<file path="src/rtl/bypass_pkg.sv">
`timescale 1ns/1ps
package bypass_pkg;

  // Operand source codes; the code values are decoded by the operand mux.
  typedef enum logic [1:0] {
    SRC_REGREAD = 2'b00,
    SRC_WBSTAGE = 2'b01,
    SRC_MEMSTAGE = 2'b10
  } opSrc_e;

  localparam int NUM_ALU_OPS = 2;
  localparam int NUM_CMP_OPS = 2;

  // Strobes from the control to the datapath.
  typedef struct packed {
    opSrc_e [NUM_ALU_OPS-1:0] aluSrc;
    logic   [NUM_CMP_OPS-1:0] cmpTakeMem;
  } bypassStrobes_t;

endpackage

</file>
<file path="src/rtl/bypass_ctrl.sv">
`timescale 1ns/1ps
module bypass_ctrl
  import bypass_pkg::*;
#(
  parameter int REG_W = 5
) (
  input  logic [NUM_ALU_OPS-1:0][REG_W-1:0] exSrcIdx,
  input  logic                              memWrEn,
  input  logic [REG_W-1:0]                  memDstIdx,
  input  logic                              wbWrEn,
  input  logic [REG_W-1:0]                  wbDstIdx,
  input  logic                              idIsBranch,
  input  logic [NUM_CMP_OPS-1:0][REG_W-1:0] idSrcIdx,
  output bypassStrobes_t                    strobes
);

  // A writer qualifies only if it writes a register other than index 0.
  logic memLive;
  logic wbLive;
  assign memLive = memWrEn && (memDstIdx != '0);
  assign wbLive  = wbWrEn  && (wbDstIdx  != '0);

  for (genvar g = 0; g < NUM_ALU_OPS; g++) begin : g_alu
    logic memHit;
    logic wbHit;
    assign memHit = memLive && (memDstIdx == exSrcIdx[g]);
    assign wbHit  = wbLive  && (wbDstIdx  == exSrcIdx[g]);

    // Priority: nearer producer first, then older, then register read.
    always_comb begin
      if (memHit)      strobes.aluSrc[g] = SRC_MEMSTAGE;
      else if (wbHit)  strobes.aluSrc[g] = SRC_WBSTAGE;
      else             strobes.aluSrc[g] = SRC_REGREAD;
    end

    always_comb begin
      // a forwarding select implies a nonzero source index
      p_no_zero_fwd_r6: assert (strobes.aluSrc[g] == SRC_REGREAD || exSrcIdx[g] != '0);
      // the unused code never leaves the control
      p_legal_code_r5: assert (strobes.aluSrc[g] != opSrc_e'(2'b11));
      // writeback selection only when the nearer stage is not writing this register
      p_wb_yields_r4: assert (strobes.aluSrc[g] != SRC_WBSTAGE
                              || !memWrEn || memDstIdx != exSrcIdx[g] || memDstIdx == '0);
      // writeback selection needs an enabled writeback writer
      p_wb_needs_en_r3: assert (strobes.aluSrc[g] != SRC_WBSTAGE || wbWrEn);
    end
  end

  // Decode-stage comparator: only the execute/memory result is bypassed.
  // Older results reach the register file write-first in the same cycle.
  for (genvar c = 0; c < NUM_CMP_OPS; c++) begin : g_cmp
    assign strobes.cmpTakeMem[c] = idIsBranch && (memDstIdx != '0)
                                   && (memDstIdx == idSrcIdx[c]);

    always_comb begin
      // comparator bypass only for branches
      p_cmp_branch_only_r9: assert (!strobes.cmpTakeMem[c] || idIsBranch);
      // comparator never bypasses register 0
      p_cmp_no_zero_r6: assert (!strobes.cmpTakeMem[c] || idSrcIdx[c] != '0);
    end
  end

endmodule

</file>
<file path="src/rtl/bypass_data.sv">
`timescale 1ns/1ps
module bypass_data
  import bypass_pkg::*;
#(
  parameter int DATA_W = 32
) (
  input  bypassStrobes_t                     strobes,
  input  logic [NUM_ALU_OPS-1:0][DATA_W-1:0] exVal,
  input  logic [DATA_W-1:0]                  memResult,
  input  logic [DATA_W-1:0]                  wbResult,
  input  logic [NUM_CMP_OPS-1:0][DATA_W-1:0] idVal,
  output logic [NUM_ALU_OPS-1:0][DATA_W-1:0] aluOp,
  output logic [NUM_CMP_OPS-1:0][DATA_W-1:0] cmpOp
);

  for (genvar g = 0; g < NUM_ALU_OPS; g++) begin : g_aluMux
    always_comb begin
      unique case (strobes.aluSrc[g])
        SRC_MEMSTAGE: aluOp[g] = memResult;
        SRC_WBSTAGE:  aluOp[g] = wbResult;
        default:      aluOp[g] = exVal[g];
      endcase
    end

    always_comb begin
      // operand agrees with the code handed over by the control
      p_alu_mux_r7: assert ((strobes.aluSrc[g] == SRC_MEMSTAGE && aluOp[g] == memResult)
                         || (strobes.aluSrc[g] == SRC_WBSTAGE  && aluOp[g] == wbResult)
                         || (strobes.aluSrc[g] == SRC_REGREAD  && aluOp[g] == exVal[g])
                         || (strobes.aluSrc[g] == opSrc_e'(2'b11)));
    end
  end

  for (genvar c = 0; c < NUM_CMP_OPS; c++) begin : g_cmpMux
    assign cmpOp[c] = strobes.cmpTakeMem[c] ? memResult : idVal[c];

    always_comb begin
      // comparator operand follows its strobe
      p_cmp_mux_r8: assert (strobes.cmpTakeMem[c] ? (cmpOp[c] == memResult)
                                                  : (cmpOp[c] == idVal[c]));
    end
  end

endmodule

</file>
<file path="src/rtl/operand_bypass.sv">
`timescale 1ns/1ps
module operand_bypass
  import bypass_pkg::*;
#(
  parameter int REG_W  = 5,
  parameter int DATA_W = 32
) (
  input  logic [REG_W-1:0]  exRsIdx,
  input  logic [REG_W-1:0]  exRtIdx,
  input  logic [DATA_W-1:0] exRsVal,
  input  logic [DATA_W-1:0] exRtVal,
  input  logic              memWrEn,
  input  logic [REG_W-1:0]  memDstIdx,
  input  logic [DATA_W-1:0] memResult,
  input  logic              wbWrEn,
  input  logic [REG_W-1:0]  wbDstIdx,
  input  logic [DATA_W-1:0] wbResult,
  input  logic              idIsBranch,
  input  logic [REG_W-1:0]  idRsIdx,
  input  logic [REG_W-1:0]  idRtIdx,
  input  logic [DATA_W-1:0] idRsVal,
  input  logic [DATA_W-1:0] idRtVal,
  output logic [1:0]        aluSelA,
  output logic [1:0]        aluSelB,
  output logic              cmpSelA,
  output logic              cmpSelB,
  output logic [DATA_W-1:0] aluOpA,
  output logic [DATA_W-1:0] aluOpB,
  output logic [DATA_W-1:0] cmpOpA,
  output logic [DATA_W-1:0] cmpOpB
);

  bypassStrobes_t                     strobes;
  logic [NUM_ALU_OPS-1:0][DATA_W-1:0] aluOp;
  logic [NUM_CMP_OPS-1:0][DATA_W-1:0] cmpOp;

  bypass_ctrl #(.REG_W(REG_W)) u_ctrl (
    .exSrcIdx   ({exRtIdx, exRsIdx}),
    .memWrEn    (memWrEn),
    .memDstIdx  (memDstIdx),
    .wbWrEn     (wbWrEn),
    .wbDstIdx   (wbDstIdx),
    .idIsBranch (idIsBranch),
    .idSrcIdx   ({idRtIdx, idRsIdx}),
    .strobes    (strobes)
  );

  bypass_data #(.DATA_W(DATA_W)) u_data (
    .strobes   (strobes),
    .exVal     ({exRtVal, exRsVal}),
    .memResult (memResult),
    .wbResult  (wbResult),
    .idVal     ({idRtVal, idRsVal}),
    .aluOp     (aluOp),
    .cmpOp     (cmpOp)
  );

  assign aluSelA = strobes.aluSrc[0];
  assign aluSelB = strobes.aluSrc[1];
  assign cmpSelA = strobes.cmpTakeMem[0];
  assign cmpSelB = strobes.cmpTakeMem[1];
  assign aluOpA  = aluOp[0];
  assign aluOpB  = aluOp[1];
  assign cmpOpA  = cmpOp[0];
  assign cmpOpB  = cmpOp[1];

endmodule

</file>
<file path="config.mk">
export PLATFORM = sky130hd
export DESIGN_NAME = operand_bypass
export DESIGN_NICKNAME = d
export VERILOG_FILES = /design/src/rtl/bypass_pkg.sv /design/src/rtl/bypass_ctrl.sv /design/src/rtl/bypass_data.sv /design/src/rtl/operand_bypass.sv
export SDC_FILE = /design/constraint.sdc
export NUM_CORES = 1
export LEC_CHECK = 0
export ABC_AREA = 1
export CAP_MARGIN = 20
export CORE_AREA = 2 2 139 141
export DETAILED_ROUTE_END_ITERATION = 6
export DIE_AREA = 0 0 141 143
export PLACE_DENSITY_LB_ADDON = 0.3
export SLEW_MARGIN = 30
export SYNTH_ARGS = -nofsm -noshare
export SYNTH_HDL_FRONTEND = slang
export SYNTH_HIERARCHICAL = 1
export SYNTH_SLANG_ARGS = --single-unit
</file>
<file path="constraint.sdc">
create_clock -name vclk -period 2.3
set_clock_uncertainty 0.15 [all_clocks]
set_input_delay 0.46 -clock vclk [all_inputs]
set_output_delay 0.46 -clock vclk [all_outputs]
set_load 0.03 [all_outputs]
</file>
### Word-level counts from Yosys, hierarchy flattened

Index checks and enable logic that the tools add are counted.
W data, S select, Z words.

* eq/ne operators: 10
* multiplexer cells: 8
* reduce and logical (&&, ||, !) cells: 11

Operators with widths (number)
* $pmux W32 S2: 2
* $mux W32: 2
* $eq A5 B5 Y1: 6
* $reduce_bool A5 Y1: 2
* $logic_and A1 B1 Y1: 9
* $eq A2 B1 Y1 const B: 2
* $eq A2 B2 Y1 const B: 2
* $mux W2: 2
* $mux W1: 2

* register bits after elaboration: 0
* input port bits: 225

### Logic depth before layout (Yosys ltp)

* depth after elaboration: 7
* gate-level depth with buffers: 15

### Modules after synthesis

Netlist, hierarchy kept.

By module, submodules not included
* bypass_data: instances 1, cells each 626, area an instance 2621.3 um2, sequential area each 0.0 um2
* bypass_ctrl: instances 1, cells each 102, area an instance 515.5 um2, sequential area each 0.0 um2

### Worst setup path after synthesis

No wires, ideal clock.

* kind: input to output
* start: in memDstIdx[2]
* end: out aluOpA[0]
* arrival: 2418 ps
* data required time: 1690 ps
* setup slack: -728 ps
* cell stages on the path: 13
* cells stage by stage: buf_4 > nor2_1 > nand4_1 > nand2_1 > nor2_2 > nor2_1 > inv_1 > ha_1 > buf_2 > inv_2 > buf_4 > nand2_1 > nand2_1

* cells in the longest elaborated chain, start to end: 6
* elaborated cells between the ends (all ways): 8
* classes of those cells: 3 x eq/ne; 2 x mux; 3 x reduce/logical

Ends and longest elaborated chain
* start, declared: RTL line operand_bypass.sv:13 `input logic [REG_W-1:0] memDstIdx,`
* $reduce_bool A5 Y1: RTL line bypass_ctrl.sv:20 `assign memLive = memWrEn && (memDstIdx != '0);`
* $logic_and A1 B1 Y1: RTL line bypass_ctrl.sv:20
* $logic_and A1 B1 Y1 *: RTL line bypass_ctrl.sv:26 `assign memHit = memLive && (memDstIdx == exSrcIdx[g]);`
* net u_ctrl.g_alu[0].memHit: RTL line bypass_ctrl.sv:24 `logic memHit;`
* $mux W2 *: RTL line bypass_ctrl.sv:31 `if (memHit) strobes.aluSrc[g] = SRC_MEMSTAGE;`
* net aluSelA[0]: RTL line operand_bypass.sv:23 `output logic [1:0] aluSelA,`
* $eq A2 B1 Y1 / $eq A2 B2 Y1 (equally long branches): RTL line bypass_data.sv:18 `unique case (strobes.aluSrc[g])`
* $pmux W32 S2 *: RTL line bypass_data.sv:18
* end, declared: RTL line operand_bypass.sv:27 `output logic [DATA_W-1:0] aluOpA,`

Mark *: on every way through the listed nets, which the timed path passes. The rest lies on a longest branch.

### Final worst setup path

* start: in wbDstIdx[2]
* end: out aluOpA[23]

* cells in the longest elaborated chain, start to end: 7
* elaborated cells between the ends (all ways): 9
* classes of those cells: 3 x eq/ne; 3 x mux; 3 x reduce/logical

Ends and longest elaborated chain
* start, declared: RTL line operand_bypass.sv:16 `input logic [REG_W-1:0] wbDstIdx,`
* $reduce_bool A5 Y1: RTL line bypass_ctrl.sv:21 `assign wbLive = wbWrEn && (wbDstIdx != '0);`
* $logic_and A1 B1 Y1: RTL line bypass_ctrl.sv:21
* $logic_and A1 B1 Y1 *: RTL line bypass_ctrl.sv:27 `assign wbHit = wbLive && (wbDstIdx == exSrcIdx[g]);`
* $mux W1 *: RTL line bypass_ctrl.sv:32 `else if (wbHit) strobes.aluSrc[g] = SRC_WBSTAGE;`
* $mux W2 *: RTL line bypass_ctrl.sv:31
* $eq A2 B1 Y1 / $eq A2 B2 Y1 (equally long branches): RTL line bypass_data.sv:18
* $pmux W32 S2 *: RTL line bypass_data.sv:18

Every way passes the cells marked *; elsewhere a longest branch is shown, timed or not.

==> impl_metrics.yaml <==
route:
  ant_nets: 0
  wl_per_cell_um: 19.9
  drt-pass1-iter-count: 5
  drt_iter0_markers: 215
  drc: 0
  vias: 6345
  wirelength_mm: 27.6
  drt-vias-per-instance: 4.57
sta:
  setup_slack_ns: -0.502
  fin_crit_ns: 2.80
  hold_violations: 0
  rsz0062_at_grt: "true"
  final.period_utilization_pct: 122
  slew-limit-headroom_pct: 77.5
  slew_violations: 0
  fmax_ghz: 0.357
  setup_tns_ns: -43.75
  finalSetupViolCount: 130
  worstMarginPinSlew_ns: 0.337
finish:
  clkbuf_count: 0
  seq_cell_count: 0
  syn2layout_area_growth_pct: 248
  multi_input_area_um2: 4570
  finalInstanceArea_um2: 10900
  fill_cells: 1623
  stdcell_count: 1388
  final_common_cell: "nand2_1"
  mostFrequentLayoutCells: "208 x nand2_1, 192 x clkdlybuf4s50_1, 159 x nand2_4"
  nets: 1385
  drive_gt1_share_pct: 54.8
  final-seq-area_um2: 0
  n_antenna_cell: 0
synthesis:
  synth.distinct_cells: 17
  postSynthCellCount: 728
  synth_area_leaders: "nand2_1 59%, o21ai_1 10%, inv_1 9.3%"
  synth_top_area_share_pct: 58.5
  syn_area_per_cell_um2: 4.31
  netlist.top_cell.by_area: "nand2_1"
  syn_nets: 957
  syn_area_um2: 3140
  ys_warn_count: 6
  ys_seq_area_share_pct: 0
min_path:
  min_to: "aluSelB[1]"
  hold_start: "memDstIdx[4]"
  min_path_cells: 6
  holdCritPathClass: "primary input to primary output"
global_route:
  grt_max_degree: 19
  grtUsageMet1_pct: 31.7
  globalRouteOverflowTotal: 0
  top_usage_layer: "met2"
  grt.total_usage_pct: 25.7
  antenna_found_initial: 0
  grt_use_met3_pct: 4.76
  gr-usage-met2_pct: 47.0
  grt_pass1_wl_mm: 39.1
  grt_pass1_vias: 6604
power_and_ir_drop:
  p_leak_nw: 5.84
  power_density_nw_per_um2: 183
  peakVddDrop_uv: 97.0
floorplan:
  die_y_um: 143
  num_io_pins: 359
  fp.dieW_um: 141
  die_area_um2: 20200
  core.rowCount: 50
  initial_core_util_pct: 16.9
  placeableCoreArea_um2: 18600
run_status:
  status: "finished with violations"
  failed_checks: "setup timing"
placement:
  gp_congestion: 0.878
  dpl_cell_area_um2: 7740
  portBuffers: 359
  dpl.cell_count: 1323
  dpl.hpwl_mm: 15.8
worst_setup_path:
  cp.required_ns: 1.69
  crit_arrival_ns: 2.19
  crit_path_end_kind: "primary output"
  worstSetupPathType: "primary input to primary output"
  crit_path_start_kind: "primary input"
  cp_max_fo: 6
job:
  max_cap_violations: 0
cts:
  ctsHoldBuffers: 0
through the flow:
stage	utilization (%)	hold slack, ns	total power, mW	setup WS (ns)
3_3_place_gp	41.6	1.42	1.52	-1.10
6_report	58.7	1.40	2.00	-0.502
5_1_grt	58.7	1.41	2.09	-0.572
4_1_cts	56.2	1.39	1.91	-0.441
2_1_floorplan	-	0.892	0.723	-0.335
3_5_place_dp	41.6	1.42	1.53	-1.10
worst max-delay path: stages:
cell and delay, ns:
buf_6 0.11, xnor2_2 0.16, nand2_1 0.07, nor2_1 0.10, nand2_1 0.09, nor2_4 0.15
inv_2 0.06, ha_4 0.28, buf_6 0.12, clkinv_8 0.08, buf_12 0.14, buf_12 0.14
nand2_4 0.06, nand2_4 0.04, buf_6 0.13
how the worst max path moves through the flow:
stage               slack, ns  cells past startpoint          from          to
CTS                     -0.44                     17  memDstIdx[1]  aluOpA[16]
finish                  -0.50                     15   wbDstIdx[2]  aluOpA[23]
detailed placement      -1.10                     15  memDstIdx[2]   aluOpB[2]
global route            -0.57                     15  memDstIdx[2]  aluOpB[30]
floorplan               -0.33                      8  memDstIdx[4]   cmpOpA[0]
global placement        -1.10                     15  memDstIdx[2]   aluOpB[3]
synth_stat cells, types with 3 or more instances:
cell type	count
nand2_1	489
buf_4	12
nand3_1	4
nand4_1	3
xnor2_1	16
o21ai_1	64
inv_1	78
ha_1	4
buf_2	18
inv_2	5
nor2_1	13
buf_6	14
power breakdown:
part	internal, mW	switching, mW	leakage, nW
clock network	0	0	0
registers	0	0	0
logic	1.02	0.977	5.84
metal layers:
| layer | vias to the layer above | wire length, um |
|---|---|---|
| met5 | - | 0 |
| met4 | 0 | 625 |
| met3 | 40 | 2230 |
| met2 | 282 | 14100 |
| met1 | 2994 | 10700 |
| li1 | 3029 | - |
timing repair:
action | CTS | global route
pin swaps | 139 | 94
cloned | 31 | 0
setup endpoints to repair | 134 | 130
setup buffers | 38 | 10
resized for setup | 514 | 168
area by class of cell:
class	count	area share (%)
timing repair buffer	470	52.1
multi-input combinational	600	41.9
inverter	84	3.34
tap	234	2.68
logic make-up (layout without fill, tap and decap cells):
family	after synthesis	in the layout	synth area share [%]
fa+ha+maj	4	4	1.60
xor+xnor	18	18	5.03
buf+inv	128	554	20.9
simple gates	514	514	62.3
compound gates	64	64	10.2
(Power assumes the default switching activity.)
